File: src/rtl/ring_seq_pkg.sv
package ring_seq_pkg;
    localparam int CW_W = 32;

    // control word bit positions (fixed layout decoded by the datapath)
    localparam int B_MEM_WR  = 0;
    localparam int B_MEM_RD  = 1;
    localparam int B_IP_WR   = 6;
    localparam int B_IP_CNT  = 7;
    localparam int B_IP_ADR  = 8;
    localparam int B_RF_WR   = 9;
    localparam int B_RF_RD   = 10;
    localparam int B_RF_ASEL = 11;
    localparam int B_RF_IDX  = 12;
    localparam int B_ALU_OE  = 16;
    localparam int B_ALU_FN  = 17;
    localparam int B_ALU_AW  = 21;
    localparam int B_ALU_BW  = 22;
    localparam int B_IRH_WR  = 23;
    localparam int B_IRL_WR  = 24;
    localparam int B_TMP_WR  = 25;
    localparam int B_TMP_RD  = 26;
    localparam int B_STOP    = 31;

    localparam logic [CW_W-1:0] RSVD_MASK = 32'h7800_007C;

    typedef enum logic [3:0] {
        OPC_HALT = 4'h1,
        OPC_LDR  = 4'h2,
        OPC_STR  = 4'h3,
        OPC_LDI  = 4'h4,
        OPC_ADD  = 4'h5
    } opc_e;

    typedef struct packed {
        logic [7:0] hi;
        logic [7:0] lo;
    } ibuf_t;
endpackage

File: src/rtl/phase_ring.sv
module phase_ring #(
    parameter int N_PHASE = 8
) (
    input  logic               clk,
    input  logic               rst,
    input  logic               done,
    input  logic               hold,
    output logic [N_PHASE-1:0] phase
);
    localparam logic [N_PHASE-1:0] START = N_PHASE'(1);

    logic [N_PHASE-1:0] phase_d, phase_q;

    always_comb begin
        if (done)
            phase_d = START;
        else if (hold)
            phase_d = phase_q;
        else
            phase_d = {phase_q[N_PHASE-2:0], phase_q[N_PHASE-1]};
    end

    always_ff @(posedge clk) begin
        if (rst) phase_q <= START;
        else     phase_q <= phase_d;
    end

    assign phase = phase_q;


    ring_onehot_chk: assert property (@(posedge clk) disable iff (rst)
        $countones(phase_q) == 1);


    ring_restart_chk: assert property (@(posedge clk) disable iff (rst)
        done |=> phase_q[0]);
endmodule

File: src/rtl/opc_match.sv
module opc_match #(
    parameter int OPC_W = 4
) (
    input  logic [OPC_W-1:0]      opc,
    output logic [(1<<OPC_W)-1:0] hit
);
    localparam int N_OPC = 1 << OPC_W;

    for (genvar k = 0; k < N_OPC; k++) begin : g_line
        localparam logic [OPC_W-1:0] PAT = OPC_W'(k);
        assign hit[k] = &(opc ~^ PAT);
    end
endmodule

File: src/rtl/cw_cells.sv
module cw_cells
    import ring_seq_pkg::*;
#(
    parameter int N_PHASE = 8,
    parameter int OPC_W   = 4
) (
    input  logic [N_PHASE-1:0]      phase,
    input  logic [(1<<OPC_W)-1:0]   hit,
    input  ibuf_t                   ib,
    output logic [CW_W-1:0]         cw,
    output logic                    done,
    output logic                    hold
);
    logic [3:0] f_dst, f_x, f_y;
    logic       known;

    assign f_dst = ib.hi[3:0];
    assign f_x   = ib.lo[7:4];
    assign f_y   = ib.lo[3:0];
    assign known = hit[OPC_HALT] | hit[OPC_LDR] | hit[OPC_STR]
                 | hit[OPC_LDI]  | hit[OPC_ADD];

    always_comb begin
        cw   = '0;
        done = 1'b0;
        hold = 1'b0;
        // shared fetch phases
        if (phase[0]) begin
            cw[B_IP_ADR] = 1'b1; cw[B_MEM_RD] = 1'b1;
            cw[B_IP_CNT] = 1'b1; cw[B_IRH_WR] = 1'b1;
        end
        if (phase[1]) begin
            cw[B_IP_ADR] = 1'b1; cw[B_MEM_RD] = 1'b1;
            cw[B_IP_CNT] = 1'b1; cw[B_IRL_WR] = 1'b1;
            cw[B_TMP_WR] = 1'b1;
        end
        // halt
        if (hit[OPC_HALT] && phase[2]) begin
            cw[B_STOP] = 1'b1;
            hold       = 1'b1;
        end
        // load indirect
        if (hit[OPC_LDR] && phase[2]) begin
            cw[B_RF_RD] = 1'b1; cw[B_RF_ASEL] = 1'b1;
            cw[B_RF_IDX +: 4] = f_x;
            cw[B_MEM_RD] = 1'b1; cw[B_TMP_WR] = 1'b1;
        end
        if (hit[OPC_LDR] && phase[3]) begin
            cw[B_TMP_RD] = 1'b1; cw[B_RF_WR] = 1'b1;
            cw[B_RF_IDX +: 4] = f_dst;
            done = 1'b1;
        end
        // store indirect
        if (hit[OPC_STR] && phase[2]) begin
            cw[B_RF_RD] = 1'b1; cw[B_RF_IDX +: 4] = f_x;
            cw[B_TMP_WR] = 1'b1;
        end
        if (hit[OPC_STR] && phase[3]) begin
            cw[B_RF_RD] = 1'b1; cw[B_RF_ASEL] = 1'b1;
            cw[B_RF_IDX +: 4] = f_dst;
            cw[B_TMP_RD] = 1'b1; cw[B_MEM_WR] = 1'b1;
            done = 1'b1;
        end
        // load immediate (value staged in TMP during fetch)
        if (hit[OPC_LDI] && phase[2]) begin
            cw[B_TMP_RD] = 1'b1; cw[B_RF_WR] = 1'b1;
            cw[B_RF_IDX +: 4] = f_dst;
            done = 1'b1;
        end
        // add
        if (hit[OPC_ADD] && phase[2]) begin
            cw[B_RF_RD] = 1'b1; cw[B_RF_IDX +: 4] = f_x;
            cw[B_ALU_AW] = 1'b1;
        end
        if (hit[OPC_ADD] && phase[3]) begin
            cw[B_RF_RD] = 1'b1; cw[B_RF_IDX +: 4] = f_y;
            cw[B_ALU_BW] = 1'b1;
        end
        if (hit[OPC_ADD] && phase[4]) begin
            cw[B_ALU_OE] = 1'b1;
            cw[B_ALU_FN +: 4] = 4'(ib.hi[7:4] - OPC_ADD);
            cw[B_RF_WR] = 1'b1; cw[B_RF_IDX +: 4] = f_dst;
            done = 1'b1;
        end
        // unrecognised opcode: nothing driven, straight back to fetch
        if (!known && phase[2])
            done = 1'b1;
    end
endmodule

File: src/rtl/ring_seq_ctrl.sv
module ring_seq_ctrl
    import ring_seq_pkg::*;
#(
    parameter int N_PHASE = 8,
    parameter int BYTE_W  = 8,
    parameter int OPC_W   = 4
) (
    input  logic              clk,
    input  logic              rst,
    input  logic [BYTE_W-1:0] data_in,
    output logic [CW_W-1:0]   ctrl_word,
    output logic [BYTE_W-1:0] instr_hi,
    output logic [BYTE_W-1:0] instr_lo
);
    localparam int N_OPC = 1 << OPC_W;

    ibuf_t              ib_d, ib_q;
    logic [N_PHASE-1:0] phase;
    logic [N_OPC-1:0]   hit;
    logic               done, hold;

    phase_ring #(.N_PHASE(N_PHASE)) u_ring (
        .clk(clk), .rst(rst), .done(done), .hold(hold), .phase(phase)
    );

    opc_match #(.OPC_W(OPC_W)) u_match (
        .opc(ib_q.hi[BYTE_W-1 -: OPC_W]), .hit(hit)
    );

    cw_cells #(.N_PHASE(N_PHASE), .OPC_W(OPC_W)) u_cells (
        .phase(phase), .hit(hit), .ib(ib_q),
        .cw(ctrl_word), .done(done), .hold(hold)
    );

    always_comb begin
        ib_d = ib_q;
        if (ctrl_word[B_IRH_WR]) ib_d.hi = data_in;
        if (ctrl_word[B_IRL_WR]) ib_d.lo = data_in;
    end

    always_ff @(posedge clk) begin
        if (rst) ib_q <= '0;
        else     ib_q <= ib_d;
    end

    assign instr_hi = ib_q.hi;
    assign instr_lo = ib_q.lo;


    rsvd_zero_chk: assert property (@(posedge clk) disable iff (rst)
        (ctrl_word & RSVD_MASK) == '0 && !ctrl_word[B_IP_WR]);


    halt_hold_chk: assert property (@(posedge clk) disable iff (rst)
        ctrl_word[B_STOP] |=> ctrl_word[B_STOP]);


    fetch_hi_chk: assert property (@(posedge clk) disable iff (rst)
        phase[0] |=> instr_hi == $past(data_in));


    fetch_lo_chk: assert property (@(posedge clk) disable iff (rst)
        phase[1] |=> instr_lo == $past(data_in) && $stable(instr_hi));
endmodule

File: config.mk
export PLATFORM = sky130hd
export DESIGN_NAME = ring_seq_ctrl
export DESIGN_NICKNAME = d
export VERILOG_FILES = /design/src/rtl/ring_seq_pkg.sv /design/src/rtl/phase_ring.sv /design/src/rtl/opc_match.sv /design/src/rtl/cw_cells.sv /design/src/rtl/ring_seq_ctrl.sv
export SDC_FILE = /design/constraint.sdc
export NUM_CORES = 1
export LEC_CHECK = 0
export ABC_CLOCK_PERIOD_IN_PS = 2100
export BUFFER_PORTS_ARGS = -buffer_cell sky130_fd_sc_hd__buf_2
export CAP_MARGIN = 5
export CORE_MARGIN = 1.5
export CORE_UTILIZATION = 43
export DETAILED_ROUTE_END_ITERATION = 7
export GPL_TIMING_DRIVEN = 0
export HOLD_SLACK_MARGIN = 0.06
export PLACE_DENSITY = 0.75
export SYNTH_ARGS = -nofsm -noshare
export SYNTH_HDL_FRONTEND = slang
export SYNTH_SLANG_ARGS = --single-unit
File: constraint.sdc
create_clock -name clk -period 2.1 [get_ports clk]
set_clock_uncertainty 0.2 [all_clocks]
set_input_delay 0.21 -clock clk [delete_from_list [all_inputs] [get_ports clk]]
set_output_delay 0.21 -clock clk [all_outputs]
set_load 0.005 [all_outputs]
## Yosys cells after proc, flatten, opt, wreduce, memory -nomap -nowiden

Cells that the tools add are included.

- Bits in registers: 24
- Bits in latches: 0
- RAM bits: 0
- Bits in read-only memories: 0
- Output and inout bits: 48
- Logic and storage cells: 60
- Memories: 0

- Add/subtract/negate cells: 1
- Multiply operators: 0
- Div/mod/pow operators: 0
- $lt $le $gt $ge: 0
- Eq/ne operators: 0
- Shift-type cells: 0
- Multiplexer cells: 30
- Bitwise gates (word level): 9
- Reductions and logical operators: 17

Operator list:

| cell | count |
|---|---|
| 4-bit two-way mux | 5 |
| 4-bit AND reduction | 5 |
| 1-bit two-way mux | 19 |
| 6-bit two-way mux | 2 |
| 1-bit logical AND | 10 |
| 9-bit two-way mux | 1 |
| 3-bit NOT | 3 |
| 2-bit two-way mux | 3 |
| 2-bit NOT | 2 |
| 1-bit bitwise OR | 4 |
| 4-bit by 3-bit subtractor with 4-bit output (second input constant) | 1 |
| 2-bit OR reduction | 1 |
| 1-bit logical NOT | 1 |

## Longest topological paths before layout

- Depth after elaboration: 11
- Depth in mapped cells: 6
- Mapped depth without buffers: 5

## Cells and area by module

From an unflattened synthesis, not the netlist that was laid out.

- Cells, all modules: 166
- Area, all modules: 1517.7 sq um

Modules (own cells, without submodules):

| module | times used | cells an instance | area each (sq um) | seq. area each (sq um) |
|---|---|---|---|---|
| ring_seq_ctrl | 1 | 52 | 579.3 | 320.3 |
| cw_cells | 1 | 67 | 417.9 | 0.0 |
| phase_ring | 1 | 27 | 294.0 | 160.2 |
| opc_match | 1 | 20 | 226.5 | 0.0 |

## Worst setup path before layout

Ideal clock, no wire load.

- Path type: register to register
- Start point: register ib_q, in the netlist instr_hi[4]
- End point: register u_ring.phase_q[0] (netlist: u_ring.phase[0])
- Arrival time: 1808 ps
- Required time: 1773 ps
- Path slack: -35 ps
- Stages on the path, launching flop included: 6
- Path buffers: 0
- Cell sequence: dfxtp_1 > inv_1 > ha_1 > or2_1 > a221o_1 > or3_1

- Cells in the longest elaborated chain, start to end: 10
- Elaborated cells on any way between the ends: 25

Ends and longest elaborated chain:

| what | RTL line | source |
|---|---|---|
| from (decl) | ring_seq_ctrl.sv:17 | `ibuf_t ib_d, ib_q;` |
| from (signal assigned) | ring_seq_ctrl.sv:43 | `else ib_q <= ib_d;` |
| 3-bit NOT (no line) | n/a |  |
| 4-bit AND reduction | opc_match.sv:11 | `assign hit[k] = &(opc ~^ PAT);` |
| 1-bit bitwise OR (2 in series) | cw_cells.sv:20 | `assign known = hit[OPC_HALT] \| hit[OPC_LDR] \| hit[OPC_STR]` |
| 1-bit bitwise OR (2 in series) | cw_cells.sv:21 | `\| hit[OPC_LDI] \| hit[OPC_ADD];` |
| 1-bit logical NOT | cw_cells.sv:86 | `if (!known && phase[2])` |
| 1-bit logical AND | cw_cells.sv:86 |  |
| 1-bit two-way mux | cw_cells.sv:86 |  |
| 2-bit OR reduction (no line) | n/a |  |
| to (signal assigned) | phase_ring.sv:25 | `else phase_q <= phase_d;` |
| to (decl) | phase_ring.sv:12 | `logic [N_PHASE-1:0] phase_d, phase_q;` |

Parallel ways exist; a longest one is shown, timed or not.
A chain may end at the register's enable or synchronous reset.

## Worst setup path in the final report

- Start point: register ib_q, in the netlist instr_hi[4]
- End point: output port ctrl_word[12]

- Cells in the longest elaborated chain, start to end: 11
- Elaborated cells on any way between the ends: 22

Ends and longest elaborated chain:

| what | RTL line | source |
|---|---|---|
| 3-bit NOT (no line) | n/a |  |
| 4-bit AND reduction | opc_match.sv:11 |  |
| 1-bit logical AND | cw_cells.sv:43 | `if (hit[OPC_LDR] && phase[2]) begin` |
| 6-bit two-way mux | cw_cells.sv:43 |  |
| 4-bit two-way mux | cw_cells.sv:48 | `if (hit[OPC_LDR] && phase[3]) begin` |
| 4-bit two-way mux | cw_cells.sv:54 | `if (hit[OPC_STR] && phase[2]) begin` |
| 6-bit two-way mux | cw_cells.sv:58 | `if (hit[OPC_STR] && phase[3]) begin` |
| 4-bit two-way mux | cw_cells.sv:65 | `if (hit[OPC_LDI] && phase[2]) begin` |
| 4-bit two-way mux | cw_cells.sv:71 | `if (hit[OPC_ADD] && phase[2]) begin` |
| 4-bit two-way mux | cw_cells.sv:75 | `if (hit[OPC_ADD] && phase[3]) begin` |
| 9-bit two-way mux (*) | cw_cells.sv:79 | `if (hit[OPC_ADD] && phase[4]) begin` |
| to (decl) | ring_seq_ctrl.sv:11 | `output logic [CW_W-1:0] ctrl_word,` |

Every way passes the cells marked *; elsewhere a longest branch is shown, timed or not.

==> flow_metrics.tcl <==
set metrics [dict create \
    rsz0062_at_grt "yes" \
    wire_per_inst_um 13.0 \
    mostFrequentLayoutCells "46 x buf_2, 21 x buf_4, 21 x mux2i_1, 21 x dfxtp_1, 19 x nor2_1" \
    cp.arrival_ns 1.84 \
    dieWidth_um 59.7 \
    wl_met3_um 218 \
    core_um2 3050 \
    multiInputGateArea_um2 822 \
    period_needed_ns 2.25 \
    syn_inst 153 \
    fin_area_um2 2010 \
    drt_iter0_drc 23 \
    start_util_pct 45.2 \
    routed_wl_mm 3.53 \
    top_layer "met4" \
    num_antenna_cells 0 \
    gr-total-overflow 0 \
    grt_max_degree 15 \
    clockBufferDepth 2 \
    numCtsBuffers 3 \
    ys_ff_latch 24 \
    seq_area_um2 489 \
    area.growth.synth_to_final_pct 45.8 \
    antenna_found_initial 0 \
    status "complete, but fails checks" \
    timing.setup.tns_ns -0.617 \
    crit_top_cell "buf_6" \
    place_area_um2 1700 \
    setup_violations 5 \
    grt_pass1_vias 1203 \
    setup_slack_ns -0.153 \
    required_ns 1.69 \
    ys_seq_area_share_pct 34.8 \
    final_common_cell "buf_2" \
    path_cells "buf_6 > buf_6 > mux2_4 > a22oi_2 > buf_6 > o221ai_2 > buf_2" \
    drt-pass1-iter-count 4 \
    dieArea_um2 3560 \
    yosysWarnings 0 \
    io_buffers 45 \
    htree_levels 1 \
    avgSynthCellArea_um2 9.02 \
    gr-usage-all-layers_pct 20.5 \
    post-route-period-util_pct 107 \
    grt_pass1_wl_mm 5.49 \
    path_max_fanout 6 \
    timing.max_cap.violations 0 \
    drc 0 \
    worstSkewPairLatency_ns 0.32 \
    nets 243 \
    power.leakage_nw 0.977 \
    drive_gt1_share_pct 43.4 \
    antenna_left 0 \
    met2_length_mm 1.78 \
    p_total_mw 1.14 \
    ios 58 \
    synth_area_um2 1380 \
    peakVddDrop_uv 387 \
    vias 1347 \
    die_y_um 59.7 \
    violations "setup timing" \
    n_fill_cell 258 \
    fmax_ghz 0.444 \
    clock_sinks 24 \
    cpPeakStageDelay_ns 0.40 \
    start_kind "register" \
    wl_met1_mm 1.50 \
    cp-end-kind "output port" \
    rows 20 \
    tightest_slew_ns 0.679 \
    hpwlAfterDp_mm 2.31 \
    place_congestion 0.848 \
    cts.clk_slew.worst_paths_ns 0.13 \
    drv_slew 0 \
    post_drt_via_cell_ratio 4.95 \
    ctsRootBufferMaster "clkbuf_4" \
    hold_viol 0 \
    relSlewSlack_pct 54.7 \
    cts_tree "yes" \
    path_class "register to output port" \
    ys_types 39 \
    slowest_stage "dfxtp_4" \
    powerDensity_nw_per_um2 565 \
    hp-class "register to register" \
]
## registers in the layout, indices dropped and copies added (netlist names)
| register | count |
|---|---|
| instr_hi | 8 |
| u_ring.phase | 8 |
| instr_lo | 8 |
## metal layers
layer	vias up	GRT usage (%)
li1	655	-
met1	640	26.5
met2	46	34.0
met3	6	4.33
met4	0	6.67
met5	-	0
## timing repair
action,4_1_cts,5_1_grt
endpoints found under the setup margin,17,18
pin swaps,7,4
endpoints found under the hold margin,16,1
gates resized for setup,21,6
hold buffers,8,1
buffers inserted,5,3
## power breakdown
part,internal [mW],switching (mW)
registers,0.485,0.0325
clock network,0.193,0.142
logic,0.149,0.136
## through the flow
| step | cells | util (%) | worst slack [ns] | hold slack (ns) |
|---|---|---|---|---|
| after floorplan | 163 | - | 0.0541 | 0.157 |
| after global placement | 252 | 55.7 | -0.134 | 0.258 |
| after detailed placement | 252 | 55.7 | -0.152 | 0.269 |
| after CTS | 268 | 64.1 | -0.130 | 0.0632 |
| after global routing | 272 | 65.9 | -0.225 | 0.354 |
| final | 272 | 65.9 | -0.153 | 0.337 |
## cell families after synthesis
family / count (synthesis) / share of synthesized area, %
AOI/OAI and AO/OA: 15 / 9.25
xor gates and xnor gates: 1 / 0.635
muxes: 23 / 17.1
other: 1 / 0.272
adders and majority gates: 4 / 3.63
DFF: 24 / 34.8
buffers and inverters: 35 / 15.0
and+or+nand+nor: 50 / 19.3
## layout make-up
| class | instances | area share [%] |
|---|---|---|
| clock buffer | 3 | 1.12 |
| sequential | 24 | 24.3 |
| buffer | 22 | 7.90 |
| inverter | 12 | 2.36 |
| multi-input combinational | 104 | 40.9 |
| clock inverter | 1 | 1.49 |
| timing repair buffer | 62 | 19.2 |
| tap | 44 | 2.74 |
## worst paths after layout
path                            slack [ns]         endpoint        start  cells past startpoint
worst max register to register        0.07  u_ring.phase[7]  instr_hi[4]                      6
worst min-delay path                  0.34      instr_lo[7]  instr_lo[7]                      2
worst max-delay path                 -0.15    ctrl_word[12]  instr_hi[4]                      7
worst min register to register        0.34      instr_lo[7]  instr_lo[7]                      2
## critical path, delay by kind of cell, from the launching register on
| kind | cells | cell delay (ns) |
|---|---|---|
| buffers and inverters | 4 | 0.53 |
| AOI/OAI and AO/OA | 2 | 0.28 |
| DFF | 1 | 0.40 |
| muxes | 1 | 0.31 |
## cell usage after synthesis, drive strengths merged
cell type   n  share of area [%]
and4bb      2                1.8
nor3b       3                1.6
ha          4                3.6
inv        12                3.3
nand3       5                1.8
a2bb2oi     1               0.63
mux2        2                1.9
nand3b      1               0.54
o21ai       1               0.36
nor4b       1               0.63
a32o        1               0.73
a31o        2                1.3
nand2       1               0.27
o221ai      4                2.5
a21oi       1               0.36
nor3        6                2.2
nor2       20                5.4
nor4        1               0.45
a221o       1               0.73
or2         2               0.91
clkbuf      4                1.1
dfxtp      24                 35
and3        1               0.45
xor2        1               0.63
and2        3                1.4
a21o        1               0.54
conb        1               0.27
a211oi      1               0.91
a32oi       1               0.63
mux2i      21                 15
a22oi       1               0.54
or3         2               0.91
buf        19                 11
nor2b       2               0.91
No activity file was read; power rests on OpenSTA's default activity.
